[config.mk]
export PLATFORM = sky130hd
export DESIGN_NAME = crc32r_engine
export DESIGN_NICKNAME = d
export VERILOG_FILES = /design/src/rtl/crc32r_pkg.sv /design/src/rtl/crc32r_preset.sv /design/src/rtl/crc32r_seq.sv /design/src/rtl/crc32r_next.sv /design/src/rtl/crc32r_engine.sv
export SDC_FILE = /design/constraint.sdc
export NUM_CORES = 1
export LEC_CHECK = 0
export BUFFER_PORTS_ARGS = -buffer_cell sky130_fd_sc_hd__buf_2
export CAP_MARGIN = 30
export CORE_MARGIN = 5
export CORE_UTILIZATION = 45
export CTS_CLUSTER_SIZE = 14
export DETAILED_ROUTE_END_ITERATION = 6
export GPL_TIMING_DRIVEN = 0
export HOLD_SLACK_MARGIN = 0.15
export PLACE_DENSITY_LB_ADDON = 0.1
export SLEW_MARGIN = 10
export SYNTH_ARGS = -nofsm -noshare
export SYNTH_HDL_FRONTEND = slang
export SYNTH_SLANG_ARGS = --single-unit
[constraint.sdc]
create_clock -name clk -period 2.2 [get_ports clk]
set_input_delay 0.44 -clock clk [delete_from_list [all_inputs] [get_ports clk]]
set_output_delay 0.44 -clock clk [all_outputs]
set_load 0.02 [all_outputs]
[src/rtl/crc32r_pkg.sv]
package crc32r_pkg;
  localparam int CRC_W  = 32;
  localparam int DATA_W = 8;
  localparam logic [CRC_W-1:0] POLY_REFL = 32'hEDB8_8320;
  localparam logic [CRC_W-1:0] PRESET_ONES = {CRC_W{1'b1}};
  localparam logic [CRC_W-1:0] PRESET_ZERO = {CRC_W{1'b0}};

  // one reflected shift step of the remainder
  function automatic logic [CRC_W-1:0] crc32r_bit_step(input logic [CRC_W-1:0] r);
    logic [CRC_W-1:0] s;
    s = r >> 1;
    if (r[0]) s = s ^ POLY_REFL;
    return s;
  endfunction

  // fold one whole byte into the remainder
  function automatic logic [CRC_W-1:0] crc32r_byte_step(input logic [CRC_W-1:0] r,
                                                        input logic [DATA_W-1:0] d);
    logic [CRC_W-1:0] t;
    t = r ^ {{(CRC_W-DATA_W){1'b0}}, d};
    for (int i = 0; i < DATA_W; i++) t = crc32r_bit_step(t);
    return t;
  endfunction

  function automatic logic [CRC_W-1:0] crc32r_preset(input logic ones);
    return ones ? PRESET_ONES : PRESET_ZERO;
  endfunction
endpackage

[src/rtl/crc32r_preset.sv]
module crc32r_preset
  import crc32r_pkg::*;
(
  input  logic             init_ones,
  input  logic             init_take,
  input  logic [CRC_W-1:0] rem,
  output logic [CRC_W-1:0] preset,
  output logic [CRC_W-1:0] base
);
  always_comb begin
    preset = crc32r_preset(init_ones);
    base   = init_take ? preset : rem;
  end
endmodule

[src/rtl/crc32r_seq.sv]
module crc32r_seq
  import crc32r_pkg::*;
#(
  parameter bit SERIAL = 1'b1
) (
  input  logic clk,
  input  logic rst,
  input  logic accept,
  output logic ready,
  output logic step_en
);
  localparam int CNT_W = $clog2(DATA_W + 1);

  generate
    if (SERIAL) begin : g_serial
      logic [CNT_W-1:0] cnt_q;
      always_ff @(posedge clk) begin
        if (rst)                    cnt_q <= '0;
        else if (accept)            cnt_q <= CNT_W'(DATA_W);
        else if (cnt_q != '0)       cnt_q <= cnt_q - 1'b1;
      end
      assign ready   = (cnt_q == '0);
      assign step_en = (cnt_q != '0);
    end else begin : g_fast
      logic unused_acc;
      assign unused_acc = accept ^ clk ^ rst;
      assign ready   = 1'b1;
      assign step_en = 1'b0;
    end
  endgenerate
endmodule

[src/rtl/crc32r_next.sv]
module crc32r_next
  import crc32r_pkg::*;
#(
  parameter bit SERIAL = 1'b1
) (
  input  logic [CRC_W-1:0]  rem,
  input  logic [CRC_W-1:0]  base,
  input  logic [CRC_W-1:0]  preset,
  input  logic [DATA_W-1:0] din,
  input  logic              accept,
  input  logic              init_take,
  input  logic              step_en,
  output logic [CRC_W-1:0]  nxt
);
  logic [CRC_W-1:0] step_val;
  logic [CRC_W-1:0] idle_val;

  always_comb begin
    step_val = crc32r_bit_step(rem);
    idle_val = step_en ? step_val : (init_take ? preset : rem);
  end

  generate
    if (SERIAL) begin : g_serial
      // load the XORed byte, then one shift step per busy cycle
      always_comb nxt = accept ? (base ^ {{(CRC_W-DATA_W){1'b0}}, din}) : idle_val;
    end else begin : g_fast
      always_comb nxt = accept ? crc32r_byte_step(base, din) : idle_val;
    end
  endgenerate
endmodule

[src/rtl/crc32r_engine.sv]
module crc32r_engine
  import crc32r_pkg::*;
#(
  parameter bit SERIAL = 1'b1
) (
  input  logic              clk,
  input  logic              rst,
  input  logic              init_req,
  input  logic              init_ones,
  input  logic [DATA_W-1:0] din,
  input  logic              din_vld,
  output logic [CRC_W-1:0]  crc_out,
  output logic              ready
);
  logic [CRC_W-1:0] rem_q;
  logic [CRC_W-1:0] preset_w;
  logic [CRC_W-1:0] base_w;
  logic [CRC_W-1:0] nxt_w;
  logic             accept_w;
  logic             init_take_w;
  logic             step_en_w;

  assign accept_w    = din_vld & ready;
  assign init_take_w = init_req & ready;

  crc32r_preset u_preset (
    .init_ones (init_ones),
    .init_take (init_take_w),
    .rem       (rem_q),
    .preset    (preset_w),
    .base      (base_w)
  );

  crc32r_seq #(.SERIAL(SERIAL)) u_seq (
    .clk     (clk),
    .rst     (rst),
    .accept  (accept_w),
    .ready   (ready),
    .step_en (step_en_w)
  );

  crc32r_next #(.SERIAL(SERIAL)) u_next (
    .rem       (rem_q),
    .base      (base_w),
    .preset    (preset_w),
    .din       (din),
    .accept    (accept_w),
    .init_take (init_take_w),
    .step_en   (step_en_w),
    .nxt       (nxt_w)
  );

  always_ff @(posedge clk) begin
    if (rst) rem_q <= PRESET_ONES;
    else     rem_q <= nxt_w;
  end

  assign crc_out = rem_q;
endmodule

==> impl_metrics.yaml <==
placement:
  dp_slack_ns: 0.137
  gp_congestion: 0.756
  numPortBuffers: 43
  place_hpwl_um: 2820
final_layout:
  register_area_um2: 722
  final_cell_mix: "48 x buf_2, 35 x dfxtp_1, 25 x nand3b_1"
  syn_to_final_growth_pct: 22.2
  nFillCells: 340
  num_antenna_cells: 0
  multi_input_area_um2: 888
  final_common_cell: "buf_2"
  nets: 253
  post-route-util: 0.565
  drive_gt1_frac: 0.264
cts:
  cts_buffer_depth: 2
  cts.sinks: 36
  cts_inserted_buffers: 5
  hold_buffers: 0
  clkLatencyLatePin_ns: 0.28
  cts-root-buf: "clkbuf_8"
  clk_pin_slew_ns: 0.07
  htreeDepth: 2
  cts_tree: "done"
critical_path:
  cp-end-kind: "output port"
  path_cells: "inv_1 > ha_4 > or3b_4 > inv_2 > buf_6 > buf_4"
  crit_path_max_fanout: 10
  worst_ep_required_time_ns: 1.76
  crit_path_top_delay_cell: "or3b_4"
  cp-start-kind: "flip-flop"
  slowest_delay_ns: 0.40
  path_class: "flip-flop to output port"
  arrival_ns: 1.65
pwr:
  power_density_nw_per_um2: 1660
  ir_drop_uv: 701
  total_power_mw: 3.43
  p_leak_nw: 0.859
die:
  dieWidth_um: 71.3
  core_um2: 3660
  die_y_um: 71.3
  rows: 22
  ios: 46
  dieArea_um2: 5090
  start_util: 0.462
grt:
  antenna_found_initial: 0
  grt_usage: 0.166
  grt_pass1_wl_um: 6830
  grt.overflow.total: 0
  grt_max_degree: 11
  grt_pass1_vias: 1464
timing:
  hold_viol: 0
  timing.final.crit_share: 0.952
  tightest_slew_ns: 0.548
  setup_viol: 0
  rsz0062_at_grt: "no"
  fmax_mhz: 478
  whs_ns: 0.400
  slew_viol_final: 0
  setup_tns_ns: 0
  fin_ws_ns: 0.107
  relSlewSlack: 0.633
  period_minus_slack_ns: 2.09
  skew_ns: 0.00785
synthesis:
  synth.distinct_cells: 28
  synthCells: 189
  ys_warn_count: 0
  synth_seq_cells: 36
  synthesis.nets: 203
  syn_area_um2: 1690
  yosysSeqAreaShare: 0.426
  synth.avg_cell_area_um2: 8.96
drt:
  wire_per_inst_um: 13.7
  antenna_left: 0
  drc: 0
  vias_per_cell: 5.11
  drtPass1Iterations: 4
  drt_iter0_markers: 72
  wirelength_um: 3940
  via_count: 1466
run:
  drv_cap: 0
worst_hold_path:
  hold_path.class: "input pin to flip-flop"
status:
  status: "complete, no violations"
==> worst paths after layout <==
path | from | endpoint | slack, ns | cells past startpoint
min reg2reg | crc_out[11] | crc_out[10] | 0.48 | 2
min | rst | crc_out[5] | 0.40 | 2
max reg2reg | u_seq.g_serial.cnt_q[1] | crc_out[20] | 0.27 | 7
max | u_seq.g_serial.cnt_q[1] | ready | 0.11 | 6
==> worst max-delay path, delay by kind of cell, from the launching register on <==
family | cells | cell delay, ns
adder cells (fa/ha/maj) | 1 | 0.16
flip-flops | 1 | 0.32
AND/OR/NAND/NOR | 1 | 0.40
buffers and inverters | 4 | 0.49
==> stage by stage <==
stage,cell area [µm²],std cells
global placement,1970,280
CTS,2060,287
floorplan,1690,189
finish,2070,287
global route,2070,287
detailed placement,1970,280
==> state kept, by name, summed over array words and instances, names as in the netlist <==
name and count:
crc_out 32, u_seq.g_serial.cnt_q 4
==> cells in the mapped netlist <==
cell type | count | share of area
dfxtp_1 | 36 | 0.43
nand3b_1 | 25 | 0.11
nand2_1 | 20 | 0.044
xnor2_1 | 20 | 0.10
nand3_1 | 12 | 0.035
o211ai_1 | 12 | 0.053
a21oi_1 | 11 | 0.033
clkbuf_1 | 9 | 0.020
mux2i_1 | 8 | 0.047
buf_2 | 7 | 0.021
o21ai_0 | 6 | 0.018
nor2_1 | 5 | 0.011
inv_1 | 2 | 0.0044
nand2b_1 | 2 | 0.0074
a211o_1 | 1 | 0.0052
a31oi_1 | 1 | 0.0037
buf_6 | 1 | 0.0067
clkbuf_2 | 1 | 0.0030
ha_1 | 1 | 0.0074
inv_2 | 1 | 0.0022
nand4bb_1 | 1 | 0.0067
nor3_1 | 1 | 0.0030
o21ai_1 | 1 | 0.0030
o31a_1 | 1 | 0.0052
o31ai_1 | 1 | 0.0044
or3_1 | 1 | 0.0037
or3b_4 | 1 | 0.0067
xor2_1 | 1 | 0.0052
==> report_power, final <==
part / internal [mW] / switching [mW]
registers: 0.923 / 0.214
logic: 0.768 / 1.09
clock network: 0.215 / 0.221
total: 1.91 / 1.52
==> area by class of cell <==
type,instances,area share
Buffer,18,0.0442
Clock buffer,6,0.0351
Timing Repair Buffer,43,0.105
Tap cell,48,0.0290
Inverter,3,0.00544
Multi-Input combinational cell,132,0.430
Clock inverter,1,0.00242
Sequential cell,36,0.349
==> logic make-up (layout without fill, tap and decap cells) <==
family | count (synthesis) | after routing | synth area share
muxes | 8 | 8 | 0.0473
xor gates and xnor gates | 21 | 21 | 0.109
AOI/OAI and AO/OA | 34 | 34 | 0.125
buffers and inverters | 21 | 71 | 0.0569
adders and majority gates | 1 | 1 | 0.00739
and+or+nand+nor | 68 | 68 | 0.229
DFF | 36 | 36 | 0.426
==> layer usage <==
metal	GRT usage	routed length, µm	vias up	part of all wire
met4	0.0522	55	0	0.014
li1	-	-	752	-
met3	0.0575	251	6	0.064
met1	0.206	1820	673	0.46
met2	0.268	1810	35	0.46
met5	0	0	-	0
==> repair_timing <==
item	CTS	global route
pin swaps	0	0
buffers inserted	0	0
endpoints found under the hold margin	0	0
resized for setup	4	3
endpoints found under the setup margin	1	1
Power figures use the tool's default switching activity.
